--- src/rtl/int_issue_pkg.sv ---
// Shared definitions for the integer issue steering block.
// Assumes two candidate slots and two units; the class encoding is fixed.
package int_issue_pkg;
    typedef enum logic [1:0] {
        OPC_ALU = 2'd0,
        OPC_MUL = 2'd1,
        OPC_DIV = 2'd2,
        OPC_RSV = 2'd3
    } opc_e;

    localparam int NUM_SLOTS = 2;
    localparam int NUM_UNITS = 2;

    // True for classes that only the full-capability unit may execute.
    function automatic logic is_long_op(input logic [1:0] cls);
        return (cls == OPC_MUL) || (cls == OPC_DIV);
    endfunction
endpackage

--- src/rtl/iu_exec_slot.sv ---
// One integer execute stage, modelled as an occupancy countdown.
// A grant loads the latency (0 is promoted to 1) and captures the tag.
// The stage can take new work when one cycle or less remains, so a
// single-cycle operation streams back to back.
module iu_exec_slot #(
    parameter int TAG_W = 6,
    parameter int LAT_W = 5
) (
    input  logic             clk,
    input  logic             rst_n,
    input  logic             grant,
    input  logic [LAT_W-1:0] lat_in,
    input  logic [TAG_W-1:0] tag_in,
    output logic             can_accept,
    output logic             busy,
    output logic             res_valid,
    output logic [TAG_W-1:0] res_tag
);
    localparam logic [LAT_W-1:0] ONE  = LAT_W'(1);
    localparam logic [LAT_W-1:0] ZERO = '0;

    logic [LAT_W-1:0] remain_q;
    logic [TAG_W-1:0] tag_q;

    // Countdown of cycles the current operation still holds the stage.
    always_ff @(posedge clk) begin
        if (!rst_n) begin
            remain_q <= ZERO;
        end else if (grant) begin
            remain_q <= (lat_in == ZERO) ? ONE : lat_in;
        end else if (remain_q != ZERO) begin
            remain_q <= remain_q - ONE;
        end
    end

    // Holds the tag of the operation occupying the stage.
    always_ff @(posedge clk) begin
        if (!rst_n) begin
            tag_q <= '0;
        end else if (grant) begin
            tag_q <= tag_in;
        end
    end

    // Status decode of the countdown.
    always_comb begin
        can_accept = (remain_q <= ONE);
        busy       = (remain_q > ONE);
        res_valid  = (remain_q == ONE);
        res_tag    = tag_q;
    end
endmodule

--- src/rtl/iu_steer.sv ---
// Combinational steering of two in-order candidates onto two units.
// Unit 0 accepts any class; unit 1 accepts simple work only. Simple work
// prefers unit 1. A slot is considered only if every older slot issued.
module iu_steer
    import int_issue_pkg::*;
(
    input  logic [NUM_SLOTS-1:0] cand_valid,
    input  logic [NUM_SLOTS-1:0] cand_long,
    input  logic [NUM_UNITS-1:0] unit_free,
    output logic [NUM_SLOTS-1:0] take,
    output logic [NUM_SLOTS-1:0] route,
    output logic [NUM_UNITS-1:0] grant
);
    logic [NUM_UNITS-1:0] avail;
    logic                 chain_ok;

    // Walk the slots oldest first, consuming units as they are assigned.
    always_comb begin
        avail    = unit_free;
        chain_ok = 1'b1;
        take     = '0;
        route    = '0;
        for (int s = 0; s < NUM_SLOTS; s++) begin
            if (chain_ok && cand_valid[s]) begin
                if (!cand_long[s] && avail[1]) begin
                    take[s]  = 1'b1;
                    route[s] = 1'b1;
                    avail[1] = 1'b0;
                end else if (avail[0]) begin
                    take[s]  = 1'b1;
                    route[s] = 1'b0;
                    avail[0] = 1'b0;
                end
            end
            chain_ok = take[s];
        end
        grant = unit_free & ~avail;
    end
endmodule

--- src/rtl/int_issue_steer.sv ---
// Top of the dual integer issue steering block.
// Decodes candidate classes, steers them, and drives one execute-stage
// tracker per unit. Simple operations always run for one cycle.
module int_issue_steer
    import int_issue_pkg::*;
#(
    parameter int TAG_W = 6,
    parameter int LAT_W = 5
) (
    input  logic             clk,
    input  logic             rst_n,
    input  logic             c0_valid,
    input  logic [1:0]       c0_class,
    input  logic [LAT_W-1:0] c0_lat,
    input  logic [TAG_W-1:0] c0_tag,
    input  logic             c1_valid,
    input  logic [1:0]       c1_class,
    input  logic [LAT_W-1:0] c1_lat,
    input  logic [TAG_W-1:0] c1_tag,
    output logic [1:0]       c_taken,
    output logic             c0_unit,
    output logic             c1_unit,
    output logic [1:0]       u_grant,
    output logic [1:0]       u_busy,
    output logic [1:0]       res_valid,
    output logic [TAG_W-1:0] res_tag0,
    output logic [TAG_W-1:0] res_tag1
);
    localparam logic [LAT_W-1:0] ONE = LAT_W'(1);

    logic [NUM_SLOTS-1:0] slot_valid;
    logic [NUM_SLOTS-1:0] slot_long;
    logic [LAT_W-1:0]     slot_lat [NUM_SLOTS];
    logic [TAG_W-1:0]     slot_tag [NUM_SLOTS];
    logic [NUM_SLOTS-1:0] take;
    logic [NUM_SLOTS-1:0] route;
    logic [NUM_UNITS-1:0] unit_free;
    logic [NUM_UNITS-1:0] grant;
    logic [LAT_W-1:0]     unit_lat [NUM_UNITS];
    logic [TAG_W-1:0]     unit_tag [NUM_UNITS];
    logic [TAG_W-1:0]     done_tag [NUM_UNITS];

    // Gather slot fields and fix simple operations to one cycle.
    always_comb begin
        slot_valid  = {c1_valid, c0_valid};
        slot_long   = {is_long_op(c1_class), is_long_op(c0_class)};
        slot_lat[0] = slot_long[0] ? c0_lat : ONE;
        slot_lat[1] = slot_long[1] ? c1_lat : ONE;
        slot_tag[0] = c0_tag;
        slot_tag[1] = c1_tag;
    end

    iu_steer u_steer (
        .cand_valid (slot_valid),
        .cand_long  (slot_long),
        .unit_free  (unit_free),
        .take       (take),
        .route      (route),
        .grant      (grant)
    );

    generate
        for (genvar u = 0; u < NUM_UNITS; u++) begin : g_unit
            // Pick the slot feeding this unit; the older slot wins a tie.
            always_comb begin
                if (take[0] && (route[0] == u[0])) begin
                    unit_lat[u] = slot_lat[0];
                    unit_tag[u] = slot_tag[0];
                end else begin
                    unit_lat[u] = slot_lat[1];
                    unit_tag[u] = slot_tag[1];
                end
            end

            iu_exec_slot #(
                .TAG_W (TAG_W),
                .LAT_W (LAT_W)
            ) u_exec (
                .clk        (clk),
                .rst_n      (rst_n),
                .grant      (grant[u]),
                .lat_in     (unit_lat[u]),
                .tag_in     (unit_tag[u]),
                .can_accept (unit_free[u]),
                .busy       (u_busy[u]),
                .res_valid  (res_valid[u]),
                .res_tag    (done_tag[u])
            );
        end
    endgenerate

    // Drive the steering results onto the ports.
    always_comb begin
        c_taken  = take;
        c0_unit  = route[0];
        c1_unit  = route[1];
        u_grant  = grant;
        res_tag0 = done_tag[0];
        res_tag1 = done_tag[1];
    end
endmodule

--- config.mk ---
export PLATFORM = sky130hd
export DESIGN_NAME = int_issue_steer
export DESIGN_NICKNAME = d
export VERILOG_FILES = /design/src/rtl/int_issue_pkg.sv /design/src/rtl/iu_exec_slot.sv /design/src/rtl/iu_steer.sv /design/src/rtl/int_issue_steer.sv
export SDC_FILE = /design/constraint.sdc
export NUM_CORES = 1
export LEC_CHECK = 0
export ABC_AREA = 1
export CELL_PAD_IN_SITES_DETAIL_PLACEMENT = 0
export CELL_PAD_IN_SITES_GLOBAL_PLACEMENT = 2
export CORE_MARGIN = 1.5
export CORE_UTILIZATION = 27
export CTS_BUF_LIST = sky130_fd_sc_hd__clkbuf_4 sky130_fd_sc_hd__clkbuf_8
export DETAILED_ROUTE_END_ITERATION = 6
export DONT_BUFFER_PORTS = 1
export GPL_TIMING_DRIVEN = 1
export PLACE_DENSITY = 0.71
export SETUP_SLACK_MARGIN = 0.15
export SLEW_MARGIN = 10
export SYNTH_ARGS = -nofsm -noshare
export SYNTH_HDL_FRONTEND = slang
export SYNTH_SLANG_ARGS = --single-unit
--- constraint.sdc ---
create_clock -name clk -period 1.7 [get_ports clk]
set_input_delay 0.085 -clock clk [delete_from_list [all_inputs] [get_ports clk]]
set_output_delay 0.085 -clock clk [all_outputs]
set_load 0.02 [all_outputs]
==> results of run 1 <==
-- worst paths after layout --
kind	cells past startpoint	end	slack (ps)
setup / recovery	12	u_grant[1]	-110
setup reg to reg	15	g_unit[0].u_exec.remain_q[0]	-70
hold reg to reg	2	g_unit[0].u_exec.remain_q[0]	530
hold / removal	2	g_unit[0].u_exec.remain_q[1]	-100
-- what timing repair did --
action,CTS,global route
hold endpoints to repair,16,16
gates resized for setup,76,33
pin swaps,16,15
endpoints found under the setup margin,27,29
gates cloned,1,0
setup buffers,21,5
-- logic make-up (layout without fill, tap and decap cells) --
kind of cell    after synthesis  count (layout)  share of synthesized area
fa+ha+maj                     6               6                     0.0491
compound gates               32              32                      0.124
flops                        22              22                      0.288
buf+inv                      46              84                      0.145
simple gates                123             123                      0.354
xor+xnor                      7               7                     0.0401
-- cell usage in the layout, fill, tap and decap left out, drive strengths merged, types with 3 or more instances in the layout --
cell,netlist,final
inv,32,32
dfxtp,22,22
nand3b,3,3
a31oi,6,6
o21ai,18,18
a21oi,3,3
buf,14,48
nor2,36,36
nand3,13,13
nand2,68,68
xnor2,4,4
clkbuf,0,4
ha,6,6
xor2,3,3
-- routing by layer --
layer / GRT usage / wire [um] / vias to the layer above
li1: - / - / 806
met1: 0.190 / 1890 / 723
met2: 0.274 / 2390 / 39
met3: 0.0326 / 270 / 5
met4: 0.0589 / 69 / 0
met5: 0 / 0 / -
-- sequential cells by signal, indices dropped and copies added, names as in the netlist --
signal                  flops
g_unit.u_exec.remain_q     10
g_unit.u_exec.res_tag      12
-- per-stage QoR --
stage | area, um2 | hold slack (ps)
after floorplan | 1540 | 223
after global placement | 1700 | 191
after detailed placement | 1700 | 193
after CTS | 2160 | -102
after global routing | 2310 | -100
final | 2310 | -102
-- report_power, final --
group          internal (mW)  switching [mW]  leakage (nW)
Sequential             0.742           0.315         0.184
Clock                  0.208           0.197        0.0288
Combinational           1.75            1.91         0.882
Total                   2.70            2.42          1.09
-- final cells by class --
type	instances	area (um2)	share of cell area
multi-input combinational	168	1100	0.476
tap	72	90.1	0.0391
clock buffer	4	55.1	0.0239
timing repair buffer	48	475	0.206
sequential	22	452	0.196
inverter	32	135	0.0586
-- worst register-to-register path: stages (launching register included) --
cell and delay [ps]:
sky130_fd_sc_hd__dfxtp_2 340, sky130_fd_sc_hd__inv_2 80, sky130_fd_sc_hd__ha_4 140, sky130_fd_sc_hd__nand2_4 60, sky130_fd_sc_hd__buf_4 140, sky130_fd_sc_hd__nand2_4 70
sky130_fd_sc_hd__nand3_4 70, sky130_fd_sc_hd__buf_6 130, sky130_fd_sc_hd__buf_4 140, sky130_fd_sc_hd__nand3b_1 90, sky130_fd_sc_hd__nand2_1 70, sky130_fd_sc_hd__nor2_1 100
sky130_fd_sc_hd__nand2_1 50, sky130_fd_sc_hd__nand2_1 60, sky130_fd_sc_hd__nand2_1 70, sky130_fd_sc_hd__a21oi_2 110
==> impl.org, run 1 <==
** Worst setup path
- Reg-to-reg startpoint :: g_unit[1].u_exec.remain_q[1]
- For this design, the slowest cell found on the critical path is sky130_fd_sc_hd__dfxtp_2.
- Type of the worst setup path :: register to output port
- Series of cell instances along the critical path :: inv_2 -> ha_4 -> nand2_4 -> a21oi_4 -> nand2_4 -> nand2_4 -> nand2_4 -> nor2_4 -> nand2_2 -> nand2_4 -> buf_12 -> buf_8
- For this run, the slowest stage of the critical path takes 340 ps.
- Buffering stage count on the worst path with inverters included :: 3
- Kind of launch point of the worst setup path :: register
- STA puts the critical path data arrival time at 1730 ps.
- In this design, the largest share of critical-path delay is due to simple AND/OR/NAND/NOR gates.
- Cell seen most often among critical-path stages :: sky130_fd_sc_hd__nand2_4
- Crit path launch :: g_unit[1].u_exec.remain_q[1]
- The worst setup path is captured at an output port.
- At the worst endpoint, the required time is 1620 ps.
- Highest net fanout along the worst path :: 3

** Yosys
- Synthesis inferred 22 register bits.
- Dominant synthesized flop cell :: sky130_fd_sc_hd__dfxtp_1
- Yosys top cell area share :: 0.288
- Cell count after synthesis :: 236
- The number of nets in the synthesized netlist is 272.
- The synthesized design spends more area on one cell type than any other, namely sky130_fd_sc_hd__dfxtp_1.
- For this run, the register share of the synthesized area comes to 0.288.
- In the post-synthesis netlist, the biggest area contributors are sky130_fd_sc_hd__dfxtp_1 (29%), sky130_fd_sc_hd__nand2_1 (15%), sky130_fd_sc_hd__inv_1 (7.4%), sky130_fd_sc_hd__nor2_1 (7.4%), sky130_fd_sc_hd__ha_1 (4.9%).
- The Yosys step of the flow raised 0 warnings.
- Fraction of registers with async set/reset :: 0
- Most common cell in the netlist :: sky130_fd_sc_hd__nand2_1
- Mean Syn Cell Area :: 6.48 um2
- Yosys mapped a number of flops with a built-in enable equal to 0.
- Count of different cell masters after synthesis :: 28
- Summing every instance area after synthesis gives 0.00153 mm2.
- Most common library cells after synthesis :: sky130_fd_sc_hd__nand2_1 (60), sky130_fd_sc_hd__inv_1 (30), sky130_fd_sc_hd__nor2_1 (30), sky130_fd_sc_hd__dfxtp_1 (22)

** Detailed routing
- After detailed routing, the average wire length per cell comes to 13.4 um.
- In this run the remaining antenna-violating nets after routing total 0.
- For this block, the initial DRC count from the detailed router was 34.
- Final Routed Wirelength :: 4620 um
- Drt drc :: 0
- Before antenna repair, the detailed router went through 4 iterations.
- For this block, the via count after detailed routing is 1,573.
- Routed via count divided by cell count :: 4.55

** Timing
- On the final layout, the worst hold slack is -102 ps.
- In this run the tightest slew margin relative to its limit is 0.691.
- Aggregate negative setup slack :: -817 ps
- Fraction of the cycle the final worst path needs :: 1.07
- Worst path setup slack after routing :: -114 ps
- Setup repair after global routing could not meet its margin everywhere.
- Crit path time final :: 1810 ps
- Measured slew at the worst slew-check pin :: 462 ps
- Based on the critical path, the design can be clocked at up to 0.551 GHz.
- Count of endpoints failing setup in the final report :: 13
- The number of pins with negative max-slew slack in the final report is 0.
- The clock arrives with 7.10 ps of skew.
- Number of hold violations in the final report :: 16

** Cells and area
- Area Growth Syn to Fin :: 50.8%
- The number of antenna diodes in the final layout is 0.
- Number of nets at the end of the flow :: 311
- Final Instance Count excl. Fillers :: 346
- Filler instances :: 601
- Utilization of the core after routing :: 0.421
- Proportion of layout cells with a drive suffix above 1 :: 0.453

** Flow run
- Max Cap Viol :: 0

** GRT
- Global router's overall resource usage :: 0.158
- Pin count of the biggest net entering global routing :: 17
- The via count of the first global-routing pass is 1,608.
- Number of antenna violations at the first check in global routing :: 0
- Global route overflow :: 0
- The first global-routing pass estimated 7530 um of wire.

** Placement
- Port Buffers :: 0
- Half-perimeter wire length of the detailed placement result :: 3150 um
- Instance count after placement with tap cells included :: 315
- The congestion estimate from routability-driven global placement came to 0.752.
- Post-place setup slack :: -92.5 ps

** Hold path
- The min-delay analysis places its worst path in the category input port to register.
- Start point of the worst min-delay path :: rst_n

** CTS
- H-tree level count :: 1
- Clk Tree Root Cell :: sky130_fd_sc_hd__clkbuf_8
- TritonCTS built the clock tree.
- Sink count of the clock tree :: 22
- Clock buffer depth :: 2
- Clock input transition at the sequential cells of the worst setup and hold paths :: 90 ps
- Worst-Skew Late Latency :: 280 ps
- Clock tree synthesis inserted a total of 3 buffers.

** Pwr
- VDD sags by at most 0.922 mV.
- Power per cell area :: 2220 mW/mm2
- Total design power :: 5.11 mW
- LEAKAGE :: 1.09 nW

** Floorplan
- Effective utilization at floorplan :: 0.279
- Core footprint :: 0.00547 mm2
- The floorplan step defined a die boundary enclosing 0.00612 mm2.
- The die is 78.3 um tall.
- Die width :: 78.3 um
- Ports :: 52
- The initialized floorplan defines 27 standard-cell rows.

** Run status
- The run finished, with violations left.
- Violated checks :: negative hold slack, negative setup slack
No activity file was read; power rests on OpenSTA's default activity.
==> run 2: changes to the inputs <==
==> constraint.sdc (replaced) <==
create_clock -name clk -period 2.2 [get_ports clk]
set_input_delay 0.11 -clock clk [delete_from_list [all_inputs] [get_ports clk]]
set_output_delay 0.11 -clock clk [all_outputs]
set_load 0.02 [all_outputs]
==> run 2 against run 1 <==
Compared with the run above: the run now ends clean; non-clock buffer count fell by 27; sequential power fell by 28%; register-to-register slack improved by 430 ps; core utilization fell by 9.4 points; final cell count fell by 7.8%; first-iteration DRC count fell by 18%; power fell by 45%; wire length fell by 13%; sequential cell count did not move; via count fell by 9.8%; clock power fell by 4%; critical path type unchanged.
==> impl.org, run 2 (same netlist as run 1, synthesis figures left out) <==
** Placement
- Port buffering added 0 buffers.
- The congestion estimate from routability-driven global placement came to 0.728.
- Half-perimeter wire length of the detailed placement result :: 3080 um

** Pwr
- Worst supply voltage drop on vdd :: 0.417 mV
- In this run the power density over the cells is 1580 mW/mm2.
- Summed over all cells, the static leakage comes to 0.894 nW.

** Detailed routing
- The detailed router used layers up to and including met4.
- The detail route stage leaves a number of antenna-violating nets equal to 0.
- Dividing the detail-routed wire length by the instance count gives 12.6 um.
- Wire length on met3 :: 221 um
- The routed layout has 1,419 vias.
- Iter 0 DRT Violations :: 28
- Routed via count divided by cell count :: 4.45
- Wires add up to 4030 um.
- After detailed routing, the met2 layer carries 1900 um of wire.
- DRT Pass-1 Iters :: 4
- Post-route met1 wirelength :: 1880 um
- Drt drc :: 0

** Hold path
- Start point of the worst min-delay path :: c0_tag[4]
- Depth of the worst hold-timing path :: 2
- The tightest min-delay check is of the input port to register type.

** Worst setup path
- Kind of launch point of the worst setup path :: register
- Arrival time at the worst endpoint :: 1870 ps
- In this run the critical register-to-register path is captured at g_unit[0].u_exec.remain_q[0].
- Crit path launch :: g_unit[1].u_exec.remain_q[1]
- In this run the register-to-register setup slack is 360 ps.
- The worst setup path is captured at an output port.
- In this run the worst setup path terminates at c_taken[1].
- The startpoint identified for the worst register-to-register timing path is g_unit[1].u_exec.remain_q[1].
- STA puts the critical path data required time at 2090 ps.
- The worst register-to-register path has a depth of 12.
- Highest net fanout along the worst path :: 3
- Type of the worst setup path :: register to output port

** Timing
- In the final timing run, aggregate negative setup slack is 0 ps.
- The worst path needs 1980 ps of the cycle, external delays included.
- Headroom to the max-slew limit came out at 0.627.
- For the pin with the worst max-slew slack, the measured transition is 556 ps.
- Fraction of the cycle the final worst path needs :: 0.899
- Count of endpoints failing setup in the final report :: 0
- Based on the critical path, the design can be clocked at up to 0.505 GHz.
- The total count of hold-check failures in the final report came to 0.
- Unrepaired setup endpoints after global routing :: true
- Between clock sinks in the finished design, the worst skew comes to 3.92 ps.
- The number of pins with negative max-slew slack in the final report came to 0.

** GRT
- Via count of the first global-routing pass :: 1,485
- Pin count of the biggest net entering global routing :: 15
- The first global-routing pass estimated 6710 um of wire.
- Global route overflow :: 0
- Across every metal layer, demand over resource in global routing totals 0.139.
- The initial antenna violation count is 0.

** CTS
- CTS built an H-tree with a depth of 1.
- Total CTS buffers :: 3
- In this run the deepest clock path goes through 2 buffers.
- The root buffer cell chosen for the clock tree is sky130_fd_sc_hd__clkbuf_8.
- TritonCTS built the clock tree.
- Sink count of the clock tree :: 22
- After clock tree synthesis, the clock-pin slew on the worst setup and hold paths is 90 ps.
- Clock latency on the worst-skew pair, taken at its later pin, is 260 ps.

** Floorplan
- The initialized floorplan defines 27 standard-cell rows.
- 52 I/O pins were placed.
- The core region is 0.00547 mm2.
- Effective utilization at floorplan :: 0.279
- From left edge to right edge, the die measures 78.3 um.
- Die area :: 0.00612 mm2
- Floorplan die height :: 78.3 um

** Cells and area
- At the end of the flow the core is filled with cells to 0.327.
- Of the cells placed in the final design, the portion with a size suffix greater than 1 is 0.158.
- Highest-count cells in the layout ignoring fill and taps :: sky130_fd_sc_hd__nand2_1 (59), sky130_fd_sc_hd__nor2_1 (30), sky130_fd_sc_hd__inv_1 (29)
- Max reg flops :: 12
- Number of nets at the end of the flow :: 284
- From synthesis to final layout, the design area changed by 17.1%.
- The library cell used most frequently in the layout, excluding fill and tap cells, is sky130_fd_sc_hd__nand2_1.
- Antenna Diode Count :: 0

** Run status
- Result of the run :: complete, no violations

** Flow run
- Across the run, the number of max-cap violations was 0.
run 2: layer usage:
metal	track usage	up-vias
li1	-	758
met1	0.170	629
met2	0.245	30
met3	0.0349	2
met4	0.0321	0
met5	0	-
run 2: how the worst min path moves through the flow:
stage                                         endpoint
final                      g_unit[0].u_exec.res_tag[4]
after global routing       g_unit[0].u_exec.res_tag[0]
after CTS                  g_unit[0].u_exec.res_tag[0]
after detailed placement  g_unit[0].u_exec.remain_q[1]
after global placement    g_unit[0].u_exec.remain_q[1]
after floorplan            g_unit[0].u_exec.res_tag[0]
run 2: per-stage QoR:
stage	power, mW	instance area [um2]	hold WS, ps	instances	setup slack, ps
2_1_floorplan	2.12	1530	248	236	497
3_3_place_gp	2.35	1590	218	303	237
3_5_place_dp	2.34	1590	217	303	115
4_1_cts	2.80	1750	9.98	316	150
5_1_grt	3.12	1790	2.89	319	79.3
6_report	2.83	1790	17.4	319	221
run 2: repair_timing:
| action | in CTS | in global routing |
|---|---|---|
| hold buffers | 7 | 0 |
| pin swaps | 2 | 2 |
| setup endpoints to repair | 10 | 13 |
| gates resized for setup | 2 | 5 |
| endpoints found under the hold margin | 13 | 0 |
| setup buffers | 2 | 3 |
run 2: layout make-up:
class / instances / area (um2)
timing repair buffer: 21 / 183
inverter: 32 / 120
clock inverter: 1 / 30.0
clock buffer: 3 / 41.3
sequential: 22 / 440
tap: 72 / 90.1
multi-input combinational: 168 / 886
fill: 645 / 3680
run 2: critical path, cell delays in order, from the launching register on:
cell and delay [ps]:
sky130_fd_sc_hd__dfxtp_1 340, sky130_fd_sc_hd__inv_1 100, sky130_fd_sc_hd__ha_1 170, sky130_fd_sc_hd__nand2_2 90
sky130_fd_sc_hd__a21oi_4 180, sky130_fd_sc_hd__inv_1 180, sky130_fd_sc_hd__nor2_1 120, sky130_fd_sc_hd__nand2_1 80
sky130_fd_sc_hd__o22ai_2 180, sky130_fd_sc_hd__buf_4 170
run 2: where the power goes:
group	leakage, nW	switching [mW]	internal (mW)	total [mW]
logic	0.677	1.06	0.623	1.68
clock network	0.0357	0.145	0.243	0.388
registers	0.181	0.208	0.558	0.766
total	0.894	1.41	1.42	2.83
==> run 3: changes to the inputs <==
==> constraint.sdc (replaced) <==
create_clock -name clk -period 2.2 [get_ports clk]
set_input_delay 0.33 -clock clk [delete_from_list [all_inputs] [get_ports clk]]
set_output_delay 0.33 -clock clk [all_outputs]
set_load 0.02 [all_outputs]
==> run 3 against run 2 <==
Compared with the run above: combinational power grew 11%; sequential power grew 1%; final cell count is the same; largest power group unchanged.
==> impl.org, run 3 (same netlist as run 1, synthesis figures left out) <==
** Timing
- The worst pin sits at a relative slew slack of 0.703.
- Slew Viols, Final :: 0
- Static timing analysis puts the maximum clock frequency at 0.511 GHz.
- Of the available clock period, the critical path in the final layout requires 0.889.
- Setup repair after global routing could not meet its margin everywhere.
- The worst path in the final design needs a cycle of 1960 ps, including I/O delays and setup.
- Worst path setup slack after routing :: 245 ps
- On the final layout, the worst clock skew is 2.76 ps.
- After routing, the total negative slack on setup checks comes to 0 ps.
- Number of hold violations in the final report :: 0
- Measured slew at the worst slew-check pin :: 443 ps
- Count of endpoints failing setup in the final report :: 0

** Worst setup path
- Arrival time at the worst endpoint :: 1630 ps
- Crit path launch :: g_unit[0].u_exec.remain_q[1]
- Critical path endpoint category :: output port
- The critical path is of the register to output port type.
- STA puts the critical path data required time at 1870 ps.
- Reg-to-reg startpoint :: g_unit[0].u_exec.remain_q[1]
- Kind of launch point of the worst setup path :: register
- Highest net fanout along the worst path :: 4

** Detailed routing
- Final Routed Wirelength :: 4110 um
- Across all layers, the routed design uses 1,457 vias.
- The count of nets left with antenna violations once routing finished came out at 0.
- DRT Pass-1 Iters :: 4
- Iter 0 DRT Violations :: 26
- Routed via count divided by cell count :: 4.57
- After detailed routing, the number of remaining DRC violations is 0.
- Routed wirelength normalized by instance count :: 12.9 um

** Pwr
- After layout, the design draws a total of 3.02 mW.
- Worst supply voltage drop on vdd :: 0.582 mV
- In this run the power density over the cells is 1650 mW/mm2.
- The analysis attributes to cell leakage a power of 0.911 nW.

** GRT
- Global Route met1 Usage :: 0.165
- The via count of the first global-routing pass came to 1,471.
- Global-route wire length before repair :: 6780 um
- For this run, global-route usage on met3 was measured as 0.0523.
- Busiest layer in global routing :: met2
- Number of antenna violations at the first check in global routing :: 0
- Pin count of the biggest net entering global routing :: 17
- Global routing finished with a remaining overflow of 0.
- Global router's overall resource usage :: 0.140
- For met2 alone, demand over resource in global routing was 0.241.

** Run status
- Result of the run :: complete, no violations

** CTS
- Clock input transition at the sequential cells of the worst setup and hold paths :: 90 ps
- CTS built an H-tree with a depth of 1.
- Clock latency on the worst-skew pair, taken at its later pin, is 260 ps.
- TritonCTS created 3 clock buffers.
- The clock passes through at most 2 buffers.
- TritonCTS built the clock tree.
- Sink count of the clock tree :: 22
- The tree is rooted in a sky130_fd_sc_hd__clkbuf_8.

** Floorplan
- Die area :: 0.00612 mm2
- The initial utilization of the core area, before any placement, comes to 0.279.
- From left edge to right edge, the die measures 78.3 um.
- Ports :: 52
- Core footprint :: 0.00547 mm2
- The floorplan step set the die height to 78.3 um.
- In this run the core area contains 27 standard-cell rows.

** Cells and area
- Area Growth Syn to Fin :: 19.3%
- Once layout is done, the placed cells without fillers occupy 0.00182 mm2.
- Leaving out fill and tap cells, the most frequent cell in the layout is sky130_fd_sc_hd__nand2_1.
- Once layout is complete, the utilization of the core stands at 0.333.
- Of the cells placed in the final design, the portion with a size suffix greater than 1 is 0.219.
- Number of nets at the end of the flow :: 284
- Max reg flops :: 12
- The top cell types in the final layout, fill and taps aside, are sky130_fd_sc_hd__nand2_1 (56), sky130_fd_sc_hd__nor2_1 (30), sky130_fd_sc_hd__inv_1 (27).
- 0 antenna diodes ended up in the layout.

** Placement
- During placement, the flow inserted port buffers numbering 0.
- Half-perimeter wire length of the detailed placement result :: 3160 um
- Post-place setup slack :: 251 ps
- After detailed placement, the total cell area comes to 0.00162 mm2.
- Final weighted congestion in routability-driven placement :: 0.729

** Hold path
- Tightest Hold Check Type :: input port to register
- The startpoint identified for the worst hold timing path is rst_n.

** Flow run
- Max Cap Viol :: 0
==> run 3: cell count changes in the layout (fill, tap and decap cells not counted), sizes merged <==
cell,delta
buf,+7
dlygate4sd3,-7
==> run 3: report_power, final <==
part | internal, mW | switching, mW
Combinational | 0.724 | 1.13
Clock | 0.243 | 0.141
Sequential | 0.563 | 0.212
Total | 1.53 | 1.49
==> run 3: layer usage <==
| metal | share of wire | wire length [um] |
|---|---|---|
| met3 | 0.089 | 365 |
| met2 | 0.47 | 1930 |
| met1 | 0.43 | 1760 |
| met4 | 0.013 | 53 |
| met5 | 0 | 0 |
==> run 3: worst paths after layout <==
| path | endpoint | cells past startpoint | slack [ps] |
|---|---|---|---|
| setup reg to reg | g_unit[0].u_exec.remain_q[0] | 16 | 310 |
| hold reg to reg | g_unit[0].u_exec.remain_q[0] | 2 | 490 |
| hold / removal | g_unit[0].u_exec.remain_q[1] | 2 | 160 |
| setup / recovery | c_taken[1] | 11 | 240 |
==> run 3: final cells by class <==
cell class              count  area [um2]
well taps                  72        90.1
repair buffers             21         178
clock inverters             1        30.0
flip-flops and latches     22         444
clock buffers               3        41.3
fillers                   628        3650
multi-input cells         168         921
inverters                  32         120
==> run 3: repair_timing <==
| action | CTS | global route |
|---|---|---|
| gates resized for setup | 8 | 12 |
| cloned | 0 | 0 |
| hold endpoints to repair | 0 | 0 |
| pin swaps | 2 | 6 |
| hold buffers | 0 | 0 |
| buffers inserted | 6 | 3 |
| setup endpoints to repair | 3 | 13 |
==> run 3: metrics by stage <==
step,cells,hold WS (ps)
floorplan,236,468
global placement,306,437
detailed placement,306,435
CTS,316,155
global route,319,182
finish,319,164
==> run 3: worst max-delay path: stages, from the launching register on <==
cell                      delay (ps)
sky130_fd_sc_hd__dfxtp_2         330
sky130_fd_sc_hd__inv_2            70
sky130_fd_sc_hd__ha_1            130
sky130_fd_sc_hd__inv_1            50
sky130_fd_sc_hd__nand2_2          80
sky130_fd_sc_hd__nand2_4         100
sky130_fd_sc_hd__nor2_4          110
sky130_fd_sc_hd__inv_1            60
sky130_fd_sc_hd__nand2_2          80
sky130_fd_sc_hd__nand2_4          70
sky130_fd_sc_hd__o22ai_2         140
sky130_fd_sc_hd__buf_6           140
